$ cat src/rtl/alu_pkg.sv
package alu_pkg;
  localparam int OP_W = 5;

  typedef enum logic [OP_W-1:0] {
    OP_PASS = 5'd0,
    OP_ADD  = 5'd1,
    OP_SUB  = 5'd2,
    OP_INC  = 5'd3,
    OP_DEC  = 5'd4,
    OP_NEG  = 5'd5,
    OP_AND  = 5'd6,
    OP_OR   = 5'd7,
    OP_XOR  = 5'd8,
    OP_SHL  = 5'd9,
    OP_SHR  = 5'd10,
    OP_SAL  = 5'd11,
    OP_SAR  = 5'd12
  } alu_op_e;

  typedef enum logic [1:0] {
    LG_AND = 2'd0,
    LG_OR  = 2'd1,
    LG_XOR = 2'd2
  } logic_fn_e;
endpackage

$ cat src/rtl/alu_addsub.sv
module alu_addsub #(
  parameter int W = 8
) (
  input  logic [W-1:0] x_i,
  input  logic [W-1:0] y_i,
  input  logic         cin_i,
  output logic [W-1:0] sum_o,
  output logic         ovf_o
);
  localparam int MSB = W - 1;

  assign sum_o = x_i + y_i + {{(W-1){1'b0}}, cin_i};
  // signed overflow: like-signed inputs producing an opposite-signed sum
  assign ovf_o = (x_i[MSB] == y_i[MSB]) && (sum_o[MSB] != x_i[MSB]);
endmodule

$ cat src/rtl/alu_shift.sv
module alu_shift #(
  parameter int W = 8
) (
  input  logic [W-1:0] a_i,
  input  logic         left_i,
  input  logic         arith_i,
  output logic [W-1:0] res_o,
  output logic         ovf_o
);
  localparam int MSB = W - 1;

  always_comb begin
    if (left_i) begin
      res_o = {a_i[MSB-1:0], 1'b0};
      ovf_o = arith_i & (a_i[MSB] ^ a_i[MSB-1]);
    end else begin
      res_o = {arith_i & a_i[MSB], a_i[MSB:1]};
      ovf_o = 1'b0;
    end
  end
endmodule

$ cat src/rtl/alu_logic.sv
module alu_logic
  import alu_pkg::*;
#(
  parameter int W = 8
) (
  input  logic [W-1:0] a_i,
  input  logic [W-1:0] b_i,
  input  logic_fn_e    fn_i,
  output logic [W-1:0] res_o
);
  always_comb begin
    unique case (fn_i)
      LG_OR:   res_o = a_i | b_i;
      LG_XOR:  res_o = a_i ^ b_i;
      default: res_o = a_i & b_i;
    endcase
  end
endmodule

$ cat src/rtl/alu_core.sv
module alu_core
  import alu_pkg::*;
#(
  parameter int W = 8
) (
  input  logic [W-1:0]    acc_i,
  input  logic [W-1:0]    opnd_i,
  input  logic [OP_W-1:0] op_i,
  output logic [W-1:0]    result_o,
  output logic            zero_o,
  output logic            ovf_o
);
  localparam logic [W-1:0] ALL0 = '0;
  localparam logic [W-1:0] ALL1 = '1;

  logic [W-1:0] add_x, add_y, add_sum, sh_res, lg_res;
  logic         add_cin, add_ovf, sh_left, sh_arith, sh_ovf, sel_ok;
  logic_fn_e    lg_fn;

  // steer the single adder: subtract, step and negate via inversion + carry-in
  always_comb begin
    add_x   = acc_i;
    add_y   = opnd_i;
    add_cin = 1'b0;
    case (op_i)
      OP_SUB: begin add_y = ~opnd_i; add_cin = 1'b1; end
      OP_INC: begin add_y = ALL0;    add_cin = 1'b1; end
      OP_DEC: begin add_y = ALL1;                    end
      OP_NEG: begin add_x = ~acc_i; add_y = ALL0; add_cin = 1'b1; end
      default: ;
    endcase
  end

  alu_addsub #(.W(W)) u_add (
    .x_i(add_x), .y_i(add_y), .cin_i(add_cin), .sum_o(add_sum), .ovf_o(add_ovf)
  );

  assign sh_left  = (op_i == OP_SHL) || (op_i == OP_SAL);
  assign sh_arith = (op_i == OP_SAL) || (op_i == OP_SAR);

  alu_shift #(.W(W)) u_shift (
    .a_i(acc_i), .left_i(sh_left), .arith_i(sh_arith), .res_o(sh_res), .ovf_o(sh_ovf)
  );

  always_comb begin
    case (op_i)
      OP_OR:   lg_fn = LG_OR;
      OP_XOR:  lg_fn = LG_XOR;
      default: lg_fn = LG_AND;
    endcase
  end

  alu_logic #(.W(W)) u_logic (
    .a_i(acc_i), .b_i(opnd_i), .fn_i(lg_fn), .res_o(lg_res)
  );

  always_comb begin
    sel_ok   = 1'b1;
    result_o = acc_i;
    ovf_o    = 1'b0;
    case (op_i)
      OP_PASS:                               result_o = opnd_i;
      OP_ADD, OP_SUB, OP_INC, OP_DEC, OP_NEG: begin result_o = add_sum; ovf_o = add_ovf; end
      OP_AND, OP_OR, OP_XOR:                 result_o = lg_res;
      OP_SHL, OP_SHR, OP_SAL, OP_SAR:        begin result_o = sh_res; ovf_o = sh_ovf; end
      default:                               sel_ok = 1'b0;
    endcase
  end

  assign zero_o = sel_ok && (result_o == ALL0);
endmodule

$ cat config.mk
export PLATFORM = sky130hd
export DESIGN_NAME = alu_core
export DESIGN_NICKNAME = d
export VERILOG_FILES = /design/src/rtl/alu_pkg.sv /design/src/rtl/alu_addsub.sv /design/src/rtl/alu_shift.sv /design/src/rtl/alu_logic.sv /design/src/rtl/alu_core.sv
export SDC_FILE = /design/constraint.sdc
export NUM_CORES = 1
export LEC_CHECK = 0
export ABC_AREA = 1
export CORE_UTILIZATION = 30
export DETAILED_ROUTE_END_ITERATION = 16
export SLEW_MARGIN = 20
export SYNTH_ARGS = -nofsm -noshare
export SYNTH_HDL_FRONTEND = slang
export SYNTH_SLANG_ARGS = --single-unit
$ cat constraint.sdc
create_clock -name vclk -period 6.03
set_input_delay 0.603 -clock vclk [all_inputs]
set_output_delay 0.603 -clock vclk [all_outputs]
set_load 0.05 [all_outputs]
Word level (Yosys, flattened, before mapping)
Index checks and enable logic that the tools add are counted.
{"block": "classes", "n_bitwise": 8, "reduce_logical": 12, "eq_ne": 16, "mux": 10, "addsub": 2}
{"operator": "one-hot mux 8 bit (4 select lines)", "n": 1}
{"operator": "== test 5 x 4 -> 1 bit (second input constant)", "n": 5}
{"operator": "one-hot mux 8 bit (3 select lines)", "n": 1}
{"operator": "== test 5 x 3 -> 1 bit (second input constant)", "n": 4}
{"operator": "2-to-1 mux 8 bit", "n": 2}
{"operator": "inverter 8 bit", "n": 2}
{"operator": "one-hot mux 8 bit (2 select lines)", "n": 1}
{"operator": "OR reduction 13 bit", "n": 1}
{"operator": "== test 5 x 2 -> 1 bit (second input constant)", "n": 2}
{"operator": "adder 8 x 1 -> 8 bit", "n": 1}
{"operator": "adder 8 bit", "n": 1}
{"operator": "AND 8 bit", "n": 1}
{"operator": "zero test 8 bit", "n": 1}
{"operator": "OR 8 bit", "n": 1}
{"operator": "XOR 8 bit", "n": 1}
{"operator": "OR reduction 3 bit", "n": 2}
{"operator": "== test 5 x 1 -> 1 bit (second input constant)", "n": 1}
{"operator": "zero test 5 bit", "n": 1}
{"operator": "OR reduction 5 bit", "n": 1}
{"operator": "one-hot mux 2 bit (2 select lines)", "n": 1}
{"operator": "OR reduction 4 bit", "n": 1}
{"operator": "2-to-1 mux 1 bit", "n": 3}
{"operator": "AND 1 bit", "n": 2}
{"operator": "== test 2 x 1 -> 1 bit (second input constant)", "n": 1}
{"operator": "8 further kinds", "n": 10}
{"block": "word_totals", "out_inout_bits": 10, "word_cells": 48, "input_bits": 21, "ff_bits": 0}

Depth between registers and ports, before layout
Gate-level depths: netlist (run 1).
{"block": "depth", "ltp_word": 8, "depth_mapped": 24, "depth_no_buf": 22}

Hierarchy
From an unflattened synthesis (run 1), not the netlist that was laid out.
{"block": "hier_totals", "hier_cells": 326, "area_unflattened_um2": 1803.0}
{"module": "alu_core", "area_each_um2": 760.7, "cells_per_inst": 137, "seq_area_each_um2": 0.0, "n_inst": 1}
{"module": "alu_logic", "area_each_um2": 533.0, "cells_per_inst": 96, "seq_area_each_um2": 0.0, "n_inst": 1}
{"module": "alu_addsub", "area_each_um2": 387.9, "cells_per_inst": 66, "seq_area_each_um2": 0.0, "n_inst": 1}
{"module": "alu_shift", "area_each_um2": 121.4, "cells_per_inst": 27, "seq_area_each_um2": 0.0, "n_inst": 1}

Worst setup path after synthesis (run 1)
Ideal clock, no wire load.
{"block": "synth_timing", "path_kind": "input port to output port", "from": "in op_i[3]", "to": "out zero_o", "setup_slack_ps": 1789, "t_required_ps": 5427, "arrival_ps": 3638, "path_buffers": 2, "cell_stages": 20, "path_cell_list": "buf_6 inv_2 nand2_1 nor2_4 nand2_4 buf_12 nand2_8 o21ai_0 o21ai_0 inv_1 fa_1 nand3_1 nand2_1 nand3_1 nand3b_1 nand3_1 nand3_1 nor2_1 nand3_1 nor2_1"}
{"block": "synth_between", "elab_chain_len": 8, "elab_cells_between_ends": 36, "classes_between": "add/sub: 2; eq/ne: 14; mux: 8; bitwise: 1; reduce/logical: 11"}
{"item": "start: declaration", "line": "alu_core.sv:8", "source": "input logic [OP_W-1:0] op_i,"}
{"item": "== test 5 x 2 -> 1 bit / == test 5 x 3 -> 1 bit (equally long branches)", "line": "alu_core.sv:25, alu_core.sv:61"}
{"item": "OR reduction 2 bit (no source line)"}
{"item": "one-hot mux 8 bit (3 select lines)", "line": "alu_core.sv:25", "source": "case (op_i)"}
{"item": "adder 8 bit", "line": "alu_addsub.sv:12", "source": "assign sum_o = x_i + y_i + {{(W-1){1'b0}}, cin_i};"}
{"item": "adder 8 x 1 -> 8 bit", "line": "alu_addsub.sv:12"}
{"item": "one-hot mux 8 bit (4 select lines) *", "line": "alu_core.sv:61", "source": "case (op_i)"}
{"item": "via result_o[5]", "line": "alu_core.sv:9", "source": "output logic [W-1:0] result_o,"}
{"item": "zero test 8 bit *", "line": "alu_core.sv:70", "source": "assign zero_o = sel_ok && (result_o == ALL0);"}
{"item": "logical AND 1 bit *", "line": "alu_core.sv:70"}
{"item": "end: declaration", "line": "alu_core.sv:10", "source": "output logic zero_o,"}
Mark *: on every way through the listed nets, which the timed path passes. The rest lies on a longest branch.

Worst setup path in the final report (run 1)
{"block": "layout_timing", "from": "in op_i[0]", "to": "out zero_o"}
{"block": "layout_between", "elab_chain_len": 8, "elab_cells_between_ends": 36, "classes_between": "add/sub: 2; eq/ne: 14; mux: 8; bitwise: 1; reduce/logical: 11"}
{"item": "== test 5 x 2 -> 1 bit / == test 5 x 3 -> 1 bit (equally long branches)", "line": "alu_core.sv:25, alu_core.sv:61"}
{"item": "OR reduction 2 bit (no source line)"}
{"item": "one-hot mux 8 bit (3 select lines)", "line": "alu_core.sv:25"}
{"item": "adder 8 bit", "line": "alu_addsub.sv:12"}
{"item": "adder 8 x 1 -> 8 bit", "line": "alu_addsub.sv:12"}
{"item": "one-hot mux 8 bit (4 select lines)", "line": "alu_core.sv:61"}
{"item": "zero test 8 bit", "line": "alu_core.sv:70"}
{"item": "logical AND 1 bit *", "line": "alu_core.sv:70"}
Every way passes the cells marked *; elsewhere a longest branch is shown, timed or not.

==> results of run 1 <==
cells by family (layout without fill, tap and decap cells):
family	count (synthesis)	in the layout	share of synthesized area
simple gates	185	185	0.493
xor+xnor	9	9	0.0445
fa+ha+maj	26	26	0.192
buf+inv	58	84	0.145
compound gates	39	39	0.125
per-layer routing:
metal,vias up,part of all wire
li1,1050,-
met1,867,0.48
met2,46,0.46
met3,8,0.038
met4,0,0.016
met5,-,0
metrics by stage:
step / worst slack (ps) / hold WS (ps) / util / total power [W] / std cells
finish: 764 / 2560 / 0.378 / 0.000194 / 415
global route: 404 / 2610 / 0.378 / 0.000214 / 415
CTS: 815 / 2570 / 0.378 / 0.000195 / 415
detailed placement: 809 / 2560 / 0.378 / 0.000193 / 415
global placement: 859 / 2570 / 0.378 / 0.000193 / 415
floorplan: 1790 / 1440 / - / 0.000133 / 317
cell usage in the layout, fill, tap and decap left out, types with 5 or more instances in the layout:
cell type | synthesis | routed
nor2_2 | 5 | 5
a21oi_1 | 8 | 8
nand2_1 | 98 | 98
ha_1 | 24 | 24
o21ai_0 | 23 | 23
xor2_1 | 8 | 8
clkdlybuf4s50_1 | 0 | 31
inv_1 | 48 | 48
nand3_1 | 27 | 27
nor2_1 | 31 | 31
report_power, final:
group | switching (W) | internal [W]
clock network | 0 | 0
logic | 0.000124 | 0.0000702
registers | 0 | 0
total | 0.000124 | 0.0000702
cell type report:
cell class,count,area share
inverter,52,0.0921
tap,72,0.0425
timing repair buffer,32,0.150
multi-input combinational,259,0.715
worst max-delay path: cells and delay by family:
family | cells | cell delay [ps]
adders and majority gates | 1 | 340
and+or+nand+nor | 12 | 1770
buffers and inverters | 5 | 1640
AOI/OAI and AO/OA | 3 | 330
final timing paths:
path | startpoint | to | slack [ps] | cells after the start
max | op_i[0] | zero_o | 760 | 21
min | acc_i[4] | result_o[4] | 2560 | 4
==> impl_results.md, run 1 <==
* Status: finished clean
* Global-route wire length before repair at 8560 um
* I/O pins at 31
* Die width at 78.9 um
* Post-Syn Nets at 364
* Core Box Area at 5610 um^2
* GRT Residual Overflow at 0
* Slowest-stage cell, CP: clkdlybuf4s50_1
* Kind of critical path: primary input to primary output
* Crit path max fanout at 11
* Register area at 0 um^2
* Req. time, crit path at 5430 ps
* RSZ-0062 raised after global routing: no
* Drc violations at 0
* Avg WL per Cell at 12.6 um
* Final net count at 392
* Crit-path cells: clkdlybuf4s50_1, buf_4, inv_1, nor2_2, nand2_4, nand2_8, o21ai_0, o21ai_0, inv_1, ha_1, a21oi_1, nand2_1, or2_2, nand3_1, nand2_1, nor2_1, nand2_1, nor2_1, nand3_1, nor2_1, clkdlybuf4s50_1
* CTS resizes at 0
* # hold bufs at CTS at 0
* Total negative slack at 0 ps
* Synthesized area at 1770 um^2
* Mapped Cells at 317
* CP Launch Type: primary input
* Gr usage total at 0.170
* Router iterations before antenna repair at 4
* GR peak layer: met2
* Minimum clock period at 5270 ps
* Die boundary height at 78.9 um
* Period utilization at 0.873
* ANT nets after route at 0
* Setup Fix Bufs, Post-CTS at 0
* Largest net degree at the start of global routing at 14
* Routability Congestion at 0.906
* Clkbuf count at 0
* Hold crit path type: primary input to primary output
* Vias per Instance at 4.75
* Pleak at 1.15 nW
* Rows at 27
* Setup violations, final at 0
* Area grow syn2layout at 19.5%
* Multi-input logic area at 1520 um^2
* Post-synthesis sequential area ratio at 0
* Top-count cell post-synth: nand2_1
* GR Layer Usage met1 at 0.223
* Design Area, Final at 2120 um^2
* Slew margin rel. at 0.665
* Area share of the largest cell type after synthesis at 0.207
* Worst stage delay on the critical path at 800 ps
* Initial Utilization at 0.316
* Via count at 1971
* Worst-Margin Slew at 502 ps
* Area leader, netlist: nand2_1
* Average size of a mapped cell at 5.59 um^2
* Antenna fix cells at 0
* Final count of pins violating max slew at 0
* Die ar. at 6220 um^2
* Largest cells by area after synthesis: nand2_1 21%, ha_1 17%, inv_1 10%
* Cell area power density at 91.8 nW/um^2
* # fillers at 645
* I/O Buffers at 31
* Seq Cell Count at 0
* Routed WL at 5220 um
* Peak VDD IR at 63.7 uV
* Initial antenna violation count at 0
* Crit. End Element: primary output
* Post-detail-place hpwl at 4280 um
* Count of final hold-check violations at 0
* F_max at 0.190 GHz
* Synth warn at 0
* Worst Path Arrival at 4660 ps
* Max Cap Viol at 0
* DR iter-0 viols at 127
* GR Util met3 at 0.00575
* Post-synth cell types at 31
* Synth top cells by count: 98 x nand2_1, 48 x inv_1, 31 x nor2_1
* Fraction of layout cells with a size suffix above 1 at 0.0904
* GR Util met2 at 0.309
* Vias in the first global route at 1849
* DP Area at 2120 um^2
Power figures use the tool's default switching activity.
==> run 2: changes to the inputs <==
- CORE_UTILIZATION: 30 -> 60
- PLACE_DENSITY: default -> 0.89
- clock period: 6.03 -> 6.1 ns (I/O delays scaled with it)
==> run 2 against run 1 <==
Compared with the run above: critical path type unchanged; non-clock buffer count decreased by 1; worst hold slack worse by 3.5 ps; worst setup slack got worse by 120 ps; design area is 2.8% lower.
==> impl_results.md, run 2 (synthesis results as in run 1) <==
* Initial antenna violation count at 0
* Drc violations at 0
* Seq Cell Count at 0
* GRT Residual Overflow at 0
* Antenna fix cells at 0
* Most frequent cells in the layout: 98 x nand2_1, 48 x inv_1, 31 x nor2_1, 31 x clkdlybuf4s50_1, 27 x nand3_1
* Crit-path cells: clkdlybuf4s50_1, inv_1, nor2_2, nand2_4, nand2_8, o21ai_0, o21ai_0, inv_1, fa_1, inv_1, fa_1, inv_1, nand3_1, nand3_1, nand2_1, nor2_2, nor2_4, nand3_1, nor2_1, nand3_1, nor2_1, clkdlybuf4s50_1
* Crit path max fanout at 11
* Slowest-stage cell, CP: clkdlybuf4s50_1
* Pleak at 1.15 nW
* Fraction of layout cells with a size suffix above 1 at 0.0877
* Crit. End Element: primary output
* Post-detail-place hpwl at 3980 um
* Hold Slack at 2560 ps
* Dpl cells at 373
* Rows at 19
* Routability Congestion at 0.941
* Cell area power density at 93.3 nW/um^2
* Via count at 2091
* Status: finished clean
* Initial Utilization at 0.637
* F_max at 0.183 GHz
* ANT nets after route at 0
* RSZ-0062 raised after global routing: no
* Flop pwr share at 0
* Gr usage total at 0.319
* Die boundary height at 56.4 um
* Worst-Margin Slew at 502 ps
* Logic gate share of total power at 1.000
* Clock Power Share at 0
* Register area at 0 um^2
* Fin worst setup slack at 648 ps
* Global-route wire length before repair at 8400 um
* Vias per Instance at 5.61
* # fillers at 255
* Avg WL per Cell at 12.9 um
* Max Cap Viol at 0
* CTS resizes at 0
* Clkbuf count at 0
* Vias in the first global route at 1903
* Kind of critical path: primary input to primary output
* Switching Share at 0.640
* Setup Fix Bufs, Post-CTS at 0
* Total negative slack at 0 ps
* Final net count at 391
* Period utilization at 0.894
* Commonest non-fill, non-tap cell in the layout: nand2_1
* Pre-CTS setup slack at 727 ps
* Switch Pwr at 0.000123 W
* # hold bufs at CTS at 0
* I/O pins at 31
* CP Launch Type: primary input
* Worst Path Arrival at 4840 ps
* Worst stage delay on the critical path at 800 ps
* Minimum clock period at 5450 ps
* DR iter-0 viols at 140
* Req. time, crit path at 5490 ps
* Final count of pins violating max slew at 0
* P_int at 0.0000692 W
* Core Box Area at 2780 um^2
* Peak VDD IR at 111 uV
* Routed WL at 4820 um
* Slew margin rel. at 0.664
* Area grow syn2layout at 16.2%
* Largest net degree at the start of global routing at 14
* Count of final hold-check violations at 0
* Non-Filler Instances at 373
* Hold crit path type: primary input to primary output
* Pwr Total at 0.000192 W
* Router iterations before antenna repair at 4
* Die ar. at 3180 um^2
* I/O Buffers at 31
* Setup violations, final at 0
* Die width at 56.4 um
==> run 2: changes by cell type in the layout (fill, tap and decap cells not counted) <==
cell / previous run / this run
buf_4: 1 / 0
==> run 2: stage by stage <==
| step | area [um^2] | util |
|---|---|---|
| detailed placement | 2060 | 0.740 |
| CTS | 2060 | 0.740 |
| floorplan | 1770 | - |
| global route | 2060 | 0.740 |
| finish | 2060 | 0.740 |
| global placement | 2060 | 0.740 |
==> run 2: worst max-delay path, delay by kind of cell <==
family	cells	cell delay [ps]
buffers and inverters	6	1990
AND/OR/NAND/NOR	12	1430
adder cells (fa/ha/maj)	2	610
AO/OA/AOI/OAI	2	180
==> run 2: power groups by stage <==
stage	registers, W	logic, W	clock network (W)
final	0	0.000192	0
after global routing	0	0.000212	0
after CTS	0	0.000190	0
after detailed placement	0	0.000189	0
after global placement	0	0.000187	0
after floorplan	0	0.000132	0
==> run 2: path summary, 6_finish.rpt <==
check / from / endpoint / slack, ps / cells past startpoint
worst max-delay path: op_i[0] / zero_o / 650 / 22
worst min-delay path: acc_i[4] / result_o[4] / 2560 / 4
==> run 2: layout make-up <==
cell class	count	area, um^2	share of cell area
timing repair buffer	31	310	0.151
tap	31	38.8	0.0188
multi-input combinational	259	1520	0.736
inverter	52	195	0.0948
==> run 2: routing by layer <==
| metal | wire length, um | track usage | vias to the layer above |
|---|---|---|---|
| li1 | - | - | 1057 |
| met1 | 2150 | 0.425 | 944 |
| met2 | 2320 | 0.565 | 80 |
| met3 | 271 | 0.0253 | 10 |
| met4 | 70 | 0.0557 | 0 |
| met5 | 0 | 0 | - |
